<file path="src/rtl/brk_pkg.sv">
package brk_pkg;

    typedef enum logic [1:0] {
        KIND_ANY   = 2'd0,
        KIND_FETCH = 2'd1,
        KIND_DATA  = 2'd2,
        KIND_ALL   = 2'd3
    } kind_sel_t;

    typedef enum logic [1:0] {
        DIR_ANY   = 2'd0,
        DIR_READ  = 2'd1,
        DIR_WRITE = 2'd2,
        DIR_ALL   = 2'd3
    } dir_sel_t;

    // Control/status register layout, bit 9 down to bit 0
    typedef struct packed {
        logic      dma_flag;
        logic      cpu_flag;
        dir_sel_t  dir;
        kind_sel_t kind;
        logic      after_exec;
        logic      cnt_en;
        logic      dma_en;
        logic      cpu_en;
    } ctrl_t;

    localparam int CTRL_BITS = 10;
    localparam int CPU_FLAG_BIT = 8;
    localparam int DMA_FLAG_BIT = 9;

    localparam logic [1:0] IDX_CTRL  = 2'd0;
    localparam logic [1:0] IDX_ADDR  = 2'd1;
    localparam logic [1:0] IDX_MASK  = 2'd2;
    localparam logic [1:0] IDX_LIMIT = 2'd3;

endpackage

</file>
<file path="src/rtl/brk_cmp.sv">
module brk_cmp
    import brk_pkg::*;
#(
    parameter int AW = 32
) (
    input  logic          en,
    input  logic          valid,
    input  logic [AW-1:0] addr,
    input  logic          is_fetch,
    input  logic          is_wr,
    input  logic [AW-1:0] cmp_addr,
    input  logic [AW-1:0] cmp_mask,
    input  kind_sel_t     kind,
    input  dir_sel_t      dir,
    output logic          hit
);
    logic addr_ok;
    logic kind_ok;
    logic dir_ok;

    always_comb begin
        addr_ok = ((addr ^ cmp_addr) & ~cmp_mask) == '0;
        unique case (kind)
            KIND_FETCH: kind_ok = is_fetch;
            KIND_DATA:  kind_ok = ~is_fetch;
            default:    kind_ok = 1'b1;
        endcase
        unique case (dir)
            DIR_READ:  dir_ok = ~is_wr;
            DIR_WRITE: dir_ok = is_wr;
            default:   dir_ok = 1'b1;
        endcase
        hit = en & valid & addr_ok & kind_ok & dir_ok;
    end
endmodule

</file>
<file path="src/rtl/brk_cnt.sv">
module brk_cnt #(
    parameter int CW = 8
) (
    input  logic          clk,
    input  logic          rst_n,
    input  logic          gate_en,
    input  logic          ev,
    input  logic          clr,
    input  logic [CW-1:0] limit,
    output logic          fire,
    output logic [CW-1:0] cnt
);
    localparam logic [CW:0] ONE = (CW+1)'(1);

    logic [CW-1:0] cnt_d, cnt_q;
    logic [CW:0]   nxt;
    logic          reached;

    always_comb begin
        nxt     = {1'b0, cnt_q} + ONE;
        reached = (limit <= CW'(1)) || (nxt >= {1'b0, limit});
        fire    = ev & (~gate_en | reached);
        cnt_d   = cnt_q;
        if (clr) begin
            cnt_d = '0;
        end else if (gate_en && ev) begin
            cnt_d = reached ? '0 : nxt[CW-1:0];
        end
    end

    always_ff @(posedge clk or negedge rst_n) begin
        if (!rst_n) cnt_q <= '0;
        else        cnt_q <= cnt_d;
    end

    assign cnt = cnt_q;
endmodule

</file>
<file path="src/rtl/brk_chan.sv">
module brk_chan
    import brk_pkg::*;
#(
    parameter int AW = 32,
    parameter int CW = 8,
    parameter int DW = 32
) (
    input  logic          clk,
    input  logic          rst_n,
    input  logic          reg_wr,
    input  logic [1:0]    reg_addr,
    input  logic [DW-1:0] reg_wdata,
    output logic [DW-1:0] reg_rdata,
    input  logic          cpu_valid,
    input  logic [AW-1:0] cpu_addr,
    input  logic          cpu_fetch,
    input  logic          cpu_wr,
    input  logic          dma_valid,
    input  logic [AW-1:0] dma_addr,
    input  logic          dma_wr,
    input  logic          insn_retire,
    output logic          brk_irq
);
    localparam int NM = 2;  // 0: processor, 1: DMA

    typedef struct packed {
        ctrl_t         ctrl;
        logic [AW-1:0] cmp;
        logic [AW-1:0] mask;
        logic [CW-1:0] limit;
        logic          pend;
        logic          irq;
    } state_t;

    state_t st_d, st_q;

    logic          m_en    [NM];
    logic          m_valid [NM];
    logic [AW-1:0] m_addr  [NM];
    logic          m_fetch [NM];
    logic          m_wr    [NM];
    logic [NM-1:0] hit;

    assign m_en[0]    = st_q.ctrl.cpu_en;
    assign m_valid[0] = cpu_valid;
    assign m_addr[0]  = cpu_addr;
    assign m_fetch[0] = cpu_fetch;
    assign m_wr[0]    = cpu_wr;
    assign m_en[1]    = st_q.ctrl.dma_en;
    assign m_valid[1] = dma_valid;
    assign m_addr[1]  = dma_addr;
    assign m_fetch[1] = 1'b0;
    assign m_wr[1]    = dma_wr;

    for (genvar g = 0; g < NM; g++) begin : g_cmp
        brk_cmp #(.AW(AW)) cmp_i (
            .en       (m_en[g]),
            .valid    (m_valid[g]),
            .addr     (m_addr[g]),
            .is_fetch (m_fetch[g]),
            .is_wr    (m_wr[g]),
            .cmp_addr (st_q.cmp),
            .cmp_mask (st_q.mask),
            .kind     (st_q.ctrl.kind),
            .dir      (st_q.ctrl.dir),
            .hit      (hit[g])
        );
    end

    logic          wr_ctrl, wr_limit, fire, defer;
    logic [CW-1:0] cnt_w;

    assign wr_ctrl  = reg_wr && (reg_addr == IDX_CTRL);
    assign wr_limit = reg_wr && (reg_addr == IDX_LIMIT);

    brk_cnt #(.CW(CW)) cnt_i (
        .clk     (clk),
        .rst_n   (rst_n),
        .gate_en (st_q.ctrl.cnt_en),
        .ev      (|hit),
        .clr     (wr_ctrl | wr_limit),
        .limit   (st_q.limit),
        .fire    (fire),
        .cnt     (cnt_w)
    );

    always_comb begin
        st_d  = st_q;
        defer = st_q.ctrl.after_exec & hit[0] & cpu_fetch;

        st_d.irq  = (fire & ~defer) | (st_q.pend & insn_retire);
        st_d.pend = (st_q.pend & ~insn_retire) | (fire & defer);

        if (wr_ctrl) begin
            st_d.ctrl.cpu_en     = reg_wdata[0];
            st_d.ctrl.dma_en     = reg_wdata[1];
            st_d.ctrl.cnt_en     = reg_wdata[2];
            st_d.ctrl.after_exec = reg_wdata[3];
            st_d.ctrl.kind       = kind_sel_t'(reg_wdata[5:4]);
            st_d.ctrl.dir        = dir_sel_t'(reg_wdata[7:6]);
        end
        st_d.ctrl.cpu_flag = (st_q.ctrl.cpu_flag & ~(wr_ctrl & ~reg_wdata[CPU_FLAG_BIT])) | hit[0];
        st_d.ctrl.dma_flag = (st_q.ctrl.dma_flag & ~(wr_ctrl & ~reg_wdata[DMA_FLAG_BIT])) | hit[1];

        if (reg_wr && reg_addr == IDX_ADDR) st_d.cmp   = reg_wdata[AW-1:0];
        if (reg_wr && reg_addr == IDX_MASK) st_d.mask  = reg_wdata[AW-1:0];
        if (wr_limit)                       st_d.limit = reg_wdata[CW-1:0];
    end

    always_ff @(posedge clk or negedge rst_n) begin
        if (!rst_n) st_q <= '0;
        else        st_q <= st_d;
    end

    always_comb begin
        unique case (reg_addr)
            IDX_CTRL:  reg_rdata = DW'(st_q.ctrl);
            IDX_ADDR:  reg_rdata = DW'(st_q.cmp);
            IDX_MASK:  reg_rdata = DW'(st_q.mask);
            default:   reg_rdata = DW'(st_q.limit);
        endcase
    end

    assign brk_irq = st_q.irq;

    // Plain views for the bound checker
    logic flag_cpu, flag_dma, cnt_on, after_on, pend_on;
    logic [CW-1:0] limit_v;
    assign flag_cpu = st_q.ctrl.cpu_flag;
    assign flag_dma = st_q.ctrl.dma_flag;
    assign cnt_on   = st_q.ctrl.cnt_en;
    assign after_on = st_q.ctrl.after_exec;
    assign pend_on  = st_q.pend;
    assign limit_v  = st_q.limit;
endmodule

</file>
<file path="config.mk">
export PLATFORM = sky130hd
export DESIGN_NAME = brk_chan
export DESIGN_NICKNAME = d
export VERILOG_FILES = /design/src/rtl/brk_pkg.sv /design/src/rtl/brk_cmp.sv /design/src/rtl/brk_cnt.sv /design/src/rtl/brk_chan.sv
export SDC_FILE = /design/constraint.sdc
export NUM_CORES = 1
export LEC_CHECK = 0
export ABC_AREA = 0
export BUFFER_PORTS_ARGS = -buffer_cell sky130_fd_sc_hd__buf_2
export CORE_MARGIN = 1.5
export CORE_UTILIZATION = 53
export DETAILED_ROUTE_END_ITERATION = 8
export PLACE_DENSITY = 0.8
export SETUP_SLACK_MARGIN = 0.05
export SLEW_MARGIN = 20
export SYNTH_ARGS = -nofsm -noshare
export SYNTH_HDL_FRONTEND = slang
export SYNTH_SLANG_ARGS = --single-unit
</file>
<file path="constraint.sdc">
create_clock -name clk -period 3.1 [get_ports clk]
set_clock_uncertainty 0.05 [all_clocks]
set_input_delay 0.62 -clock clk [delete_from_list [all_inputs] [get_ports clk]]
set_output_delay 0.62 -clock clk [all_outputs]
set_load 0.01 [all_outputs]
</file>
# After elaboration in Yosys (flattened, before gate mapping)
# Cells that the tools add are included.
[word_totals] register_bits=92 latch_bits=0 ram_bits=0 romBits=0 output_inout_bits=33 n_memories=0
[op_classes] add_sub_neg=1 n_mul=0 n_div=0 order_cmp=2 n_eq_ne=7 shifts=0 muxes=8 bitwise_logic=40 n_reduce_logical=11
[op_table] cell="one-hot mux 32 bit (3 select lines)" count=1
[op_table] cell="bitwise AND 32 bit" count=2
[op_table] cell="logical NOT 32 bit" count=2
[op_table] cell="bitwise XOR 32 bit" count=2
[op_table] cell="inverter 32 bit" count=1
[op_table] cell="two-way mux 8 bit" count=3
[op_table] cell="bitwise AND 1 bit" count=19
[op_table] cell="inverter 1 bit" count=10
[op_table] cell="adder 8 x 1 -> 9 bit, second input constant" count=1
[op_table] cell="greater-or-equal comparator 9 x 8 -> 1 bit" count=1
[op_table] cell="equality test 2 bit, second input constant" count=4
[op_table] cell="less-or-equal comparator 8 x 1 -> 1 bit, second input constant" count=1
[op_table] cell="equality test 2 x 1 -> 1 bit, second input constant" count=3
[op_table] cell="bitwise OR 1 bit" count=6
[op_table] cell="one-hot mux 1 bit (2 select lines)" count=3
[op_table] cell="logical AND 1 bit" count=5
[op_table] cell="logical NOT 2 bit" count=1
[op_table] cell="nonzero test 2 bit" count=1
[op_table] cell="OR reduction 2 bit" count=1
[op_table] cell="logical OR 1 bit" count=1
[op_table] cell="two-way mux 1 bit" count=1

# Longest topological paths before layout
# Gate-level depths: netlist (run 1).
[logic_depth] depth_word=11 depth_mapped=11 depth_no_buf=11

# By module
# From an unflattened synthesis (run 1), not the netlist that was laid out.
[hier_totals] hier_cells=458 area_unflattened_um2=5696.7
[by_module_without_submodules] module="brk_chan" instances=1 cells_per_inst=234 area_each_um2=3917.5 seq_area_each_um2=2102.0
[by_module_without_submodules] module="brk_cmp" instances=2 cells_per_inst=71 area_each_um2=534.3 seq_area_each_um2=0.0
[by_module_without_submodules] module="brk_cnt" instances=1 cells_per_inst=82 area_each_um2=710.7 seq_area_each_um2=200.2

# Worst setup path before layout (run 1)
# Ideal clock, no wire load.
[synth_timing] path_type="register to register" from="register cnt_i.cnt_q[0], in the netlist cnt_i.cnt[0]" to="register st_q, in the netlist brk_irq" setup_time_ns=0.126 t_arrival_ns=2.112 path_slack_ns=0.812 path_stages_with_launch=12 period_less_slack_ns=2.288 path_cell_list="dfrtp_1 -> ha_1 -> and3_1 -> nand3_1 -> xnor2_1 -> ha_1 -> a21oi_1 -> o221ai_1 -> inv_1 -> o21a_1 -> and2_1 -> o21ai_0"
[synth_lines] item="from (decl)" line_no="brk_cnt.sv:15" rtl="logic [CW-1:0] cnt_d, cnt_q;"
[synth_lines] item="from (signal assigned)" line_no="brk_cnt.sv:33" rtl="else cnt_q <= cnt_d;"
[synth_lines] item="to (signal assigned)" line_no="brk_chan.sv:112" rtl="else st_q <= st_d;"
[synth_lines] item="to (decl)" line_no="brk_chan.sv:35" rtl="state_t st_d, st_q;"

# Worst setup path in the final report (run 1)
[layout_timing] from="register cnt_i.cnt_q[0], in the netlist cnt_i.cnt[0]" to="register cnt_i.cnt_q[1], in the netlist cnt_i.cnt[1]"
[layout_between] elab_chain_len=6
[layout_rtl] item="adder 8 x 1 -> 9 bit *" line_no="brk_cnt.sv:20" rtl="nxt = {1'b0, cnt_q} + ONE;"
[layout_rtl] item="greater-or-equal comparator 9 x 8 -> 1 bit" line_no="brk_cnt.sv:21" rtl="reached = (limit <= CW'(1)) || (nxt >= {1'b0, limit});"
[layout_rtl] item="logical OR 1 bit" line_no="brk_cnt.sv:21"
[layout_rtl] item="two-way mux 8 bit *" line_no="brk_cnt.sv:27" rtl="cnt_d = reached ? '0 : nxt[CW-1:0];"
[layout_rtl] item="two-way mux 8 bit *" line_no="brk_cnt.sv:26" rtl="end else if (gate_en && ev) begin"
[layout_rtl] item="two-way mux 8 bit *" line_no="brk_cnt.sv:24" rtl="if (clr) begin"
# Every way passes the cells marked *; elsewhere a longest branch is shown, timed or not. The select of a mux whose other input is x is not followed.
# A chain may end at the register's enable or synchronous reset.

==> flow_summary_export.csv, run 1 <==
group,metric,value,unit
setup_path,rr_worst_depth,11,
route,vias,4339,
floorplanning,dieArea,10600,sq um
place,place_congestion,1.00,
global_routing,grt_pass1_wl,22.0,mm
clock_network,post_cts_resized,0,
timing,max_freq,0.370,GHz
timing,min_period,2.70,ns
logic_synthesis,syn_avg_cell_area,11.4,sq um
setup_path,crit_family,"compound AO/OA/AOI/OAI gates",
logic_synthesis,ys_top_cells_by_area,"dfrtp_1 (43%), mux2_2 (16%), xnor2_1 (11%)",
setup_path,arrival,2.93,ns
setup_path,worst-path-buf-inv,1,
setup_path,crit_end,"cnt_i.cnt[1]",
global_routing,globalRouteMet3Util,0.0508,
global_routing,gr-total-overflow,0,
floorplanning,design.core.area,9730,sq um
setup_path,r2r_end,"cnt_i.cnt[1]",
timing,drv_slew,0,
clock_network,numCtsBuffers,9,
floorplanning,die_h,103,um
global_routing,grt.busiest_layer,"met2",
logic_synthesis,syn_inst,465,
setup_path,path_cells,"ha_1 > and3_1 > nand3_1 > xnor2_1 > ha_1 > a21oi_1 > o221ai_1 > inv_1 > o21a_1 > nand3_1 > a21oi_1",
setup_path,crit_cells,11,
setup_path,max_stage_delay,0.44,ns
logic_synthesis,synth_cell_types,39,
global_routing,grt_max_degree,61,
floorplanning,die_x,103,um
setup_path,cp-end-kind,"register",
route,drc_errors,0,
clock_network,insertion_delay,0.36,ns
finish,n_antenna_cell,0,
setup_path,critPathLaunchType,"register",
clock_network,clkSinkCount,92,
timing,rsz0062_at_grt,"no",
global_routing,met2_usage,0.471,
floorplanning,start_util,0.546,
floorplanning,rows,36,
timing,relSlewSlack,0.477,
timing,finalSetupTns,0,ns
place,portBuffers,139,
logic_synthesis,yosys.area.top_type,"dfrtp_1",
setup_path,r2r_start,"cnt_i.cnt[0]",
clock_network,htreeDepth,3,
place,pre_cts_ws,0.438,ns
logic_synthesis,synth-seq-area-share,0.434,
place,dp_hpwl,11.1,mm
logic_synthesis,netlist_area,5310,sq um
timing,min_period_over_period,0.872,
power,p_leak,2.87,nW
clock_network,cts_tree,"yes",
global_routing,grt_pass1_vias,4376,
timing,worstMarginPinSlew,0.784,ns
route,drtIter0Drc,243,
clock_network,postCtsHoldBufs,0,
logic_synthesis,ys_warn_count,0,
global_routing,use_met1,0.366,
finish,nNetsFinal,728,
timing,whs,0.273,ns
place,dp.cells,730,
finish,area_growth,20.1,%
route,viasPerCell,5.82,
setup_path,cp_max_fo,9,
logic_synthesis,synth_edf_count,0,
finish,drive_gt1_frac,0.418,
floorplanning,ios,140,
setup_path,required,3.33,ns
global_routing,grt_antenna_before_repair,0,
clock_network,cts.path.max_buffers,2,
logic_synthesis,synth.top_cell.area_share,0.434,
setup_path,worst-setup-path-type,"reg2reg",
outcome,status,"finished clean",
power,powerDensity,531,nW/um^2
power,ir_drop,0.260,mV
timing,setup_viol,0,
min_path,hp-class,"in2async",
logic_synthesis,synth_fp_nets,585,
route,drt_pass1_iterations,4,
route,ant_nets,0,
route,routed_wirelength,14.3,mm
flow_run,drv_cap,0,
finish,final_cells,746,
setup_path,ff2ff_setup_slack,0.40,ns
clock_network,clk_pin_slew,0.09,ns
setup_path,cp-startpoint,"cnt_i.cnt[0]",
clock_network,cts_setup_buffers,0,
clock_network,cts_root_buf,"clkbuf_8",
route,post_drt_wl_per_cell,19.1,um
timing,hold_viol,0,
setup_path,worst_path_max_delay_cell,"dfrtp_1",
timing,fin_ws,0.396,ns
logic_synthesis,yosys_most_used_dff,"dfrtp_1",
global_routing,track_usage,0.280,
logic_synthesis,synthArstFlopShare,1.00,
logic_synthesis,ys_ff_latch,92,
## layer usage
layer  wire length (um)  share of wire
met1               6090           0.43
met2               7120           0.50
met3                717          0.050
met4                325          0.023
met5                  0              0
## cell usage in the layout, fill, tap and decap left out, types with 4 or more instances in the layout
master and instances:
ha_1 13, and2_1 4, a22o_1 22, buf_4 7, xnor2_1 69, nand2_1 31
nor3_1 4, a21oi_1 9, buf_2 138, a21o_1 5, o21ai_0 11, mux2_2 74
nor2_1 7, clkbuf_8 9, dfrtp_1 92, nor4_2 5, inv_1 19, o22ai_1 33
mux4_2 8, nand3_1 14
## logic make-up after synthesis
group / after synthesis / share of synthesized area
AO/OA/AOI/OAI: 92 / 0.120
flip-flops: 92 / 0.434
multiplexers: 86 / 0.199
AND/OR/NAND/NOR: 78 / 0.0763
XOR/XNOR: 70 / 0.115
buffers and inverters: 34 / 0.0257
adder cells (fa/ha/maj): 13 / 0.0306
## per-stage QoR
step                      cell area, sq um  total power [mW]   util
after global placement                6200              2.62  0.637
after global routing                  6370              3.56  0.655
final                                 6370              3.38  0.655
after floorplan                       5310              2.26      -
after CTS                             6370              3.39  0.655
after detailed placement              6200              2.66  0.637
## report_power, final
group | total [mW] | switching (mW) | internal (mW)
Clock | 0.743 | 0.443 | 0.299
Combinational | 0.986 | 0.442 | 0.544
Sequential | 1.66 | 0.262 | 1.39
## worst min-delay path by stage
stage               cells after the start  endpoint     from
finish                                  1  st_q[46]    rst_n
global route                            1  st_q[46]    rst_n
CTS                                     1  st_q[46]    rst_n
detailed placement                      2   brk_irq  pend_on
global placement                        2   brk_irq  pend_on
floorplan                               0  after_on    rst_n
## synthesized netlist by cell type (2+ instances only)
| master | instances |
|---|---|
| and2_1 | 4 |
| clkbuf_1 | 6 |
| or2_2 | 3 |
| nand2_1 | 31 |
| nor2_1 | 7 |
| ha_1 | 13 |
| o221ai_1 | 3 |
| a21o_1 | 5 |
| a22o_1 | 22 |
| buf_1 | 7 |
| inv_1 | 19 |
| mux2i_1 | 3 |
| o21ai_0 | 11 |
| nor4_2 | 5 |
| nor3_1 | 4 |
| nor2b_1 | 2 |
| nor4_1 | 3 |
| mux2_2 | 74 |
| and3_1 | 2 |
| dfrtp_1 | 92 |
| nand3_1 | 14 |
| xnor2_1 | 69 |
| o22ai_1 | 33 |
| o211ai_1 | 3 |
| mux4_2 | 8 |
| a21oi_1 | 9 |
## flip-flops by register name, summed over array words and instances, names as in the netlist, 2 cells and up
name / flops
limit_v: 8
st_q: 68
cnt_i.cnt: 8
m_en: 2
## final cells by class
cell class                      count  area [sq um]
Clock buffer                       10           128
Clock inverter                      6          47.5
Fill cell                         790          3350
Inverter                           19          71.3
Multi-Input combinational cell    339          2880
Sequential cell                    92          2300
Tap cell                          133           166
Timing Repair Buffer              147           783
No activity file was read; power rests on OpenSTA's default activity.
==> inputs of run 2 (changes only) <==
--- a/config.mk
+++ b/config.mk
@@ -8,9 +8,9 @@
 export ABC_AREA = 0
 export BUFFER_PORTS_ARGS = -buffer_cell sky130_fd_sc_hd__buf_2
 export CORE_MARGIN = 1.5
-export CORE_UTILIZATION = 53
+export CORE_UTILIZATION = 45
 export DETAILED_ROUTE_END_ITERATION = 8
-export PLACE_DENSITY = 0.8
+export PLACE_DENSITY = 0.7
 export SETUP_SLACK_MARGIN = 0.05
 export SLEW_MARGIN = 20
 export SYNTH_ARGS = -nofsm -noshare
==> constraint.sdc (replaced) <==
create_clock -name clk -period 2.91 [get_ports clk]
set_clock_uncertainty 0.05 [all_clocks]
set_input_delay 0.582 -clock clk [delete_from_list [all_inputs] [get_ports clk]]
set_output_delay 0.582 -clock clk [all_outputs]
set_load 0.01 [all_outputs]
==> flow_summary_export.csv, run 2 (synthesis gave the netlist of run 1 again) <==
group,metric,value,unit
floorplanning,die_h,112,um
timing,min_period,2.60,ns
clock_network,clk_pin_slew,0.06,ns
power,p_leak,2.90,nW
clock_network,htreeDepth,3,
global_routing,track_usage,0.245,
timing,worstMarginPinSlew,0.623,ns
setup_path,worst-path-buf-inv,1,
power,powerDensity,598,nW/um^2
clock_network,cts_root_buf,"clkbuf_16",
global_routing,grt_pass1_wl,23.4,mm
global_routing,grt.busiest_layer,"met2",
timing,finalSetupTns,0,ns
floorplanning,rows,39,
place,dp.cells,739,
clock_network,postCtsHoldBufs,0,
global_routing,grt_pass1_vias,4457,
setup_path,cpMostUsedCell,"ha_1",
setup_path,cp_max_fo,9,
timing,min_period_over_period,0.894,
finish,area_growth,21.6,%
clock_network,post_cts_resized,0,
finish,drive_gt1_frac,0.411,
finish,nNetsFinal,727,
place,dp_hpwl,11.1,mm
route,drt_pass1_iterations,4,
place,portBuffers,139,
global_routing,grt_max_degree,50,
global_routing,met2_usage,0.380,
clock_network,cts_tree,"yes",
route,post_drt_wl_per_cell,19.4,um
global_routing,gr-total-overflow,0,
route,vias,4333,
finish,n_antenna_cell,0,
finish,final_cells,754,
timing,max_freq,0.384,GHz
setup_path,ff2ff_setup_slack,0.31,ns
floorplanning,start_util,0.463,
clock_network,insertion_delay,0.34,ns
power,ir_drop,0.324,mV
finish,n_fill_cell,998,
floorplanning,dieArea,12500,sq um
setup_path,cp-end-kind,"register",
global_routing,use_met1,0.328,
floorplanning,design.core.area,11500,sq um
route,drc_errors,0,
finish,regMostFlops,"st_q",
setup_path,required,3.08,ns
finish,layout_commonest_cell,"buf_2",
outcome,status,"finished clean",
clock_network,numCtsBuffers,9,
setup_path,max_stage_delay,0.42,ns
min_path,hp-class,"in2async",
setup_path,worst-setup-path-type,"reg2reg",
setup_path,critPathLaunchType,"register",
route,ant_nets,0,
clock_network,cts_setup_buffers,0,
setup_path,crit_family,"compound AO/OA/AOI/OAI gates",
flow_run,drv_cap,0,
timing,relSlewSlack,0.585,
route,routed_wirelength,14.6,mm
floorplanning,die_x,112,um
timing,fin_ws,0.307,ns
floorplanning,ios,140,
route,drtIter0Drc,227,
timing,whs,0.200,ns
place,pre_cts_ws,0.326,ns
timing,hold_viol,0,
place,place_congestion,0.873,
finish,largest_reg_flops,68,
setup_path,path_cells,"ha_1 > and3_1 > nand3_1 > xnor2_1 > ha_1 > a21oi_1 > o221ai_1 > inv_1 > o21a_1 > and2_1 > o21ai_0",
timing,drv_slew,0,
timing,rsz0062_at_grt,"no",
clock_network,cts.path.max_buffers,2,
clock_network,clkSinkCount,92,
finish,final_cell_mix,"buf_2 (138), dfrtp_1 (92), mux2_2 (74), xnor2_1 (69), o22ai_1 (33)",
route,viasPerCell,5.75,
timing,setup_viol,0,
setup_path,worst_path_max_delay_cell,"dfrtp_1",
global_routing,grt_antenna_before_repair,1,
global_routing,globalRouteMet3Util,0.0501,
setup_path,arrival,2.77,ns
[run 2: changes by cell type in the layout (fill, tap and decap cells not counted)]
cell,change
clkinv_4,-2
buf_4,-1
inv_6,-2
clkbuf_8,-9
clkbuf_1,+3
clkbuf_16,+9
[run 2: layout make-up]
cell class | instances | area, sq um | area share
Multi-Input combinational cell | 339 | 2880 | 0.445
Tap cell | 143 | 179 | 0.0277
Clock inverter | 2 | 12.5 | 0.00194
Timing Repair Buffer | 146 | 776 | 0.120
Clock buffer | 13 | 240 | 0.0372
Inverter | 19 | 71.3 | 0.0110
Sequential cell | 92 | 2300 | 0.357
[run 2: final timing paths]
check,end,cells past startpoint,start
max,brk_irq,11,cnt_i.cnt[0]
min,cnt_i.cnt[7],1,rst_n
max reg2reg,brk_irq,11,cnt_i.cnt[0]
min reg2reg,brk_irq,2,pend_on
max in group asynchronous,limit_v[4],2,rst_n
min in group clk,pend_on,2,insn_retire
[run 2: report_power, final]
group | internal, mW | switching (mW)
Combinational | 0.579 | 0.477
Clock | 0.574 | 0.472
Sequential | 1.49 | 0.268
Total | 2.64 | 1.22
[run 2: layer usage]
metal,part of all wire,wire length (um)
met5,0.00089,13
met4,0.031,457
met3,0.052,754
met2,0.48,6970
met1,0.44,6430
[run 2: metrics by stage]
step	power [mW]	utilization	area [sq um]
after floorplan	2.41	-	5310
after global placement	2.80	0.541	6200
after detailed placement	2.83	0.541	6200
after CTS	3.89	0.563	6460
after global routing	4.06	0.563	6460
final	3.86	0.563	6460
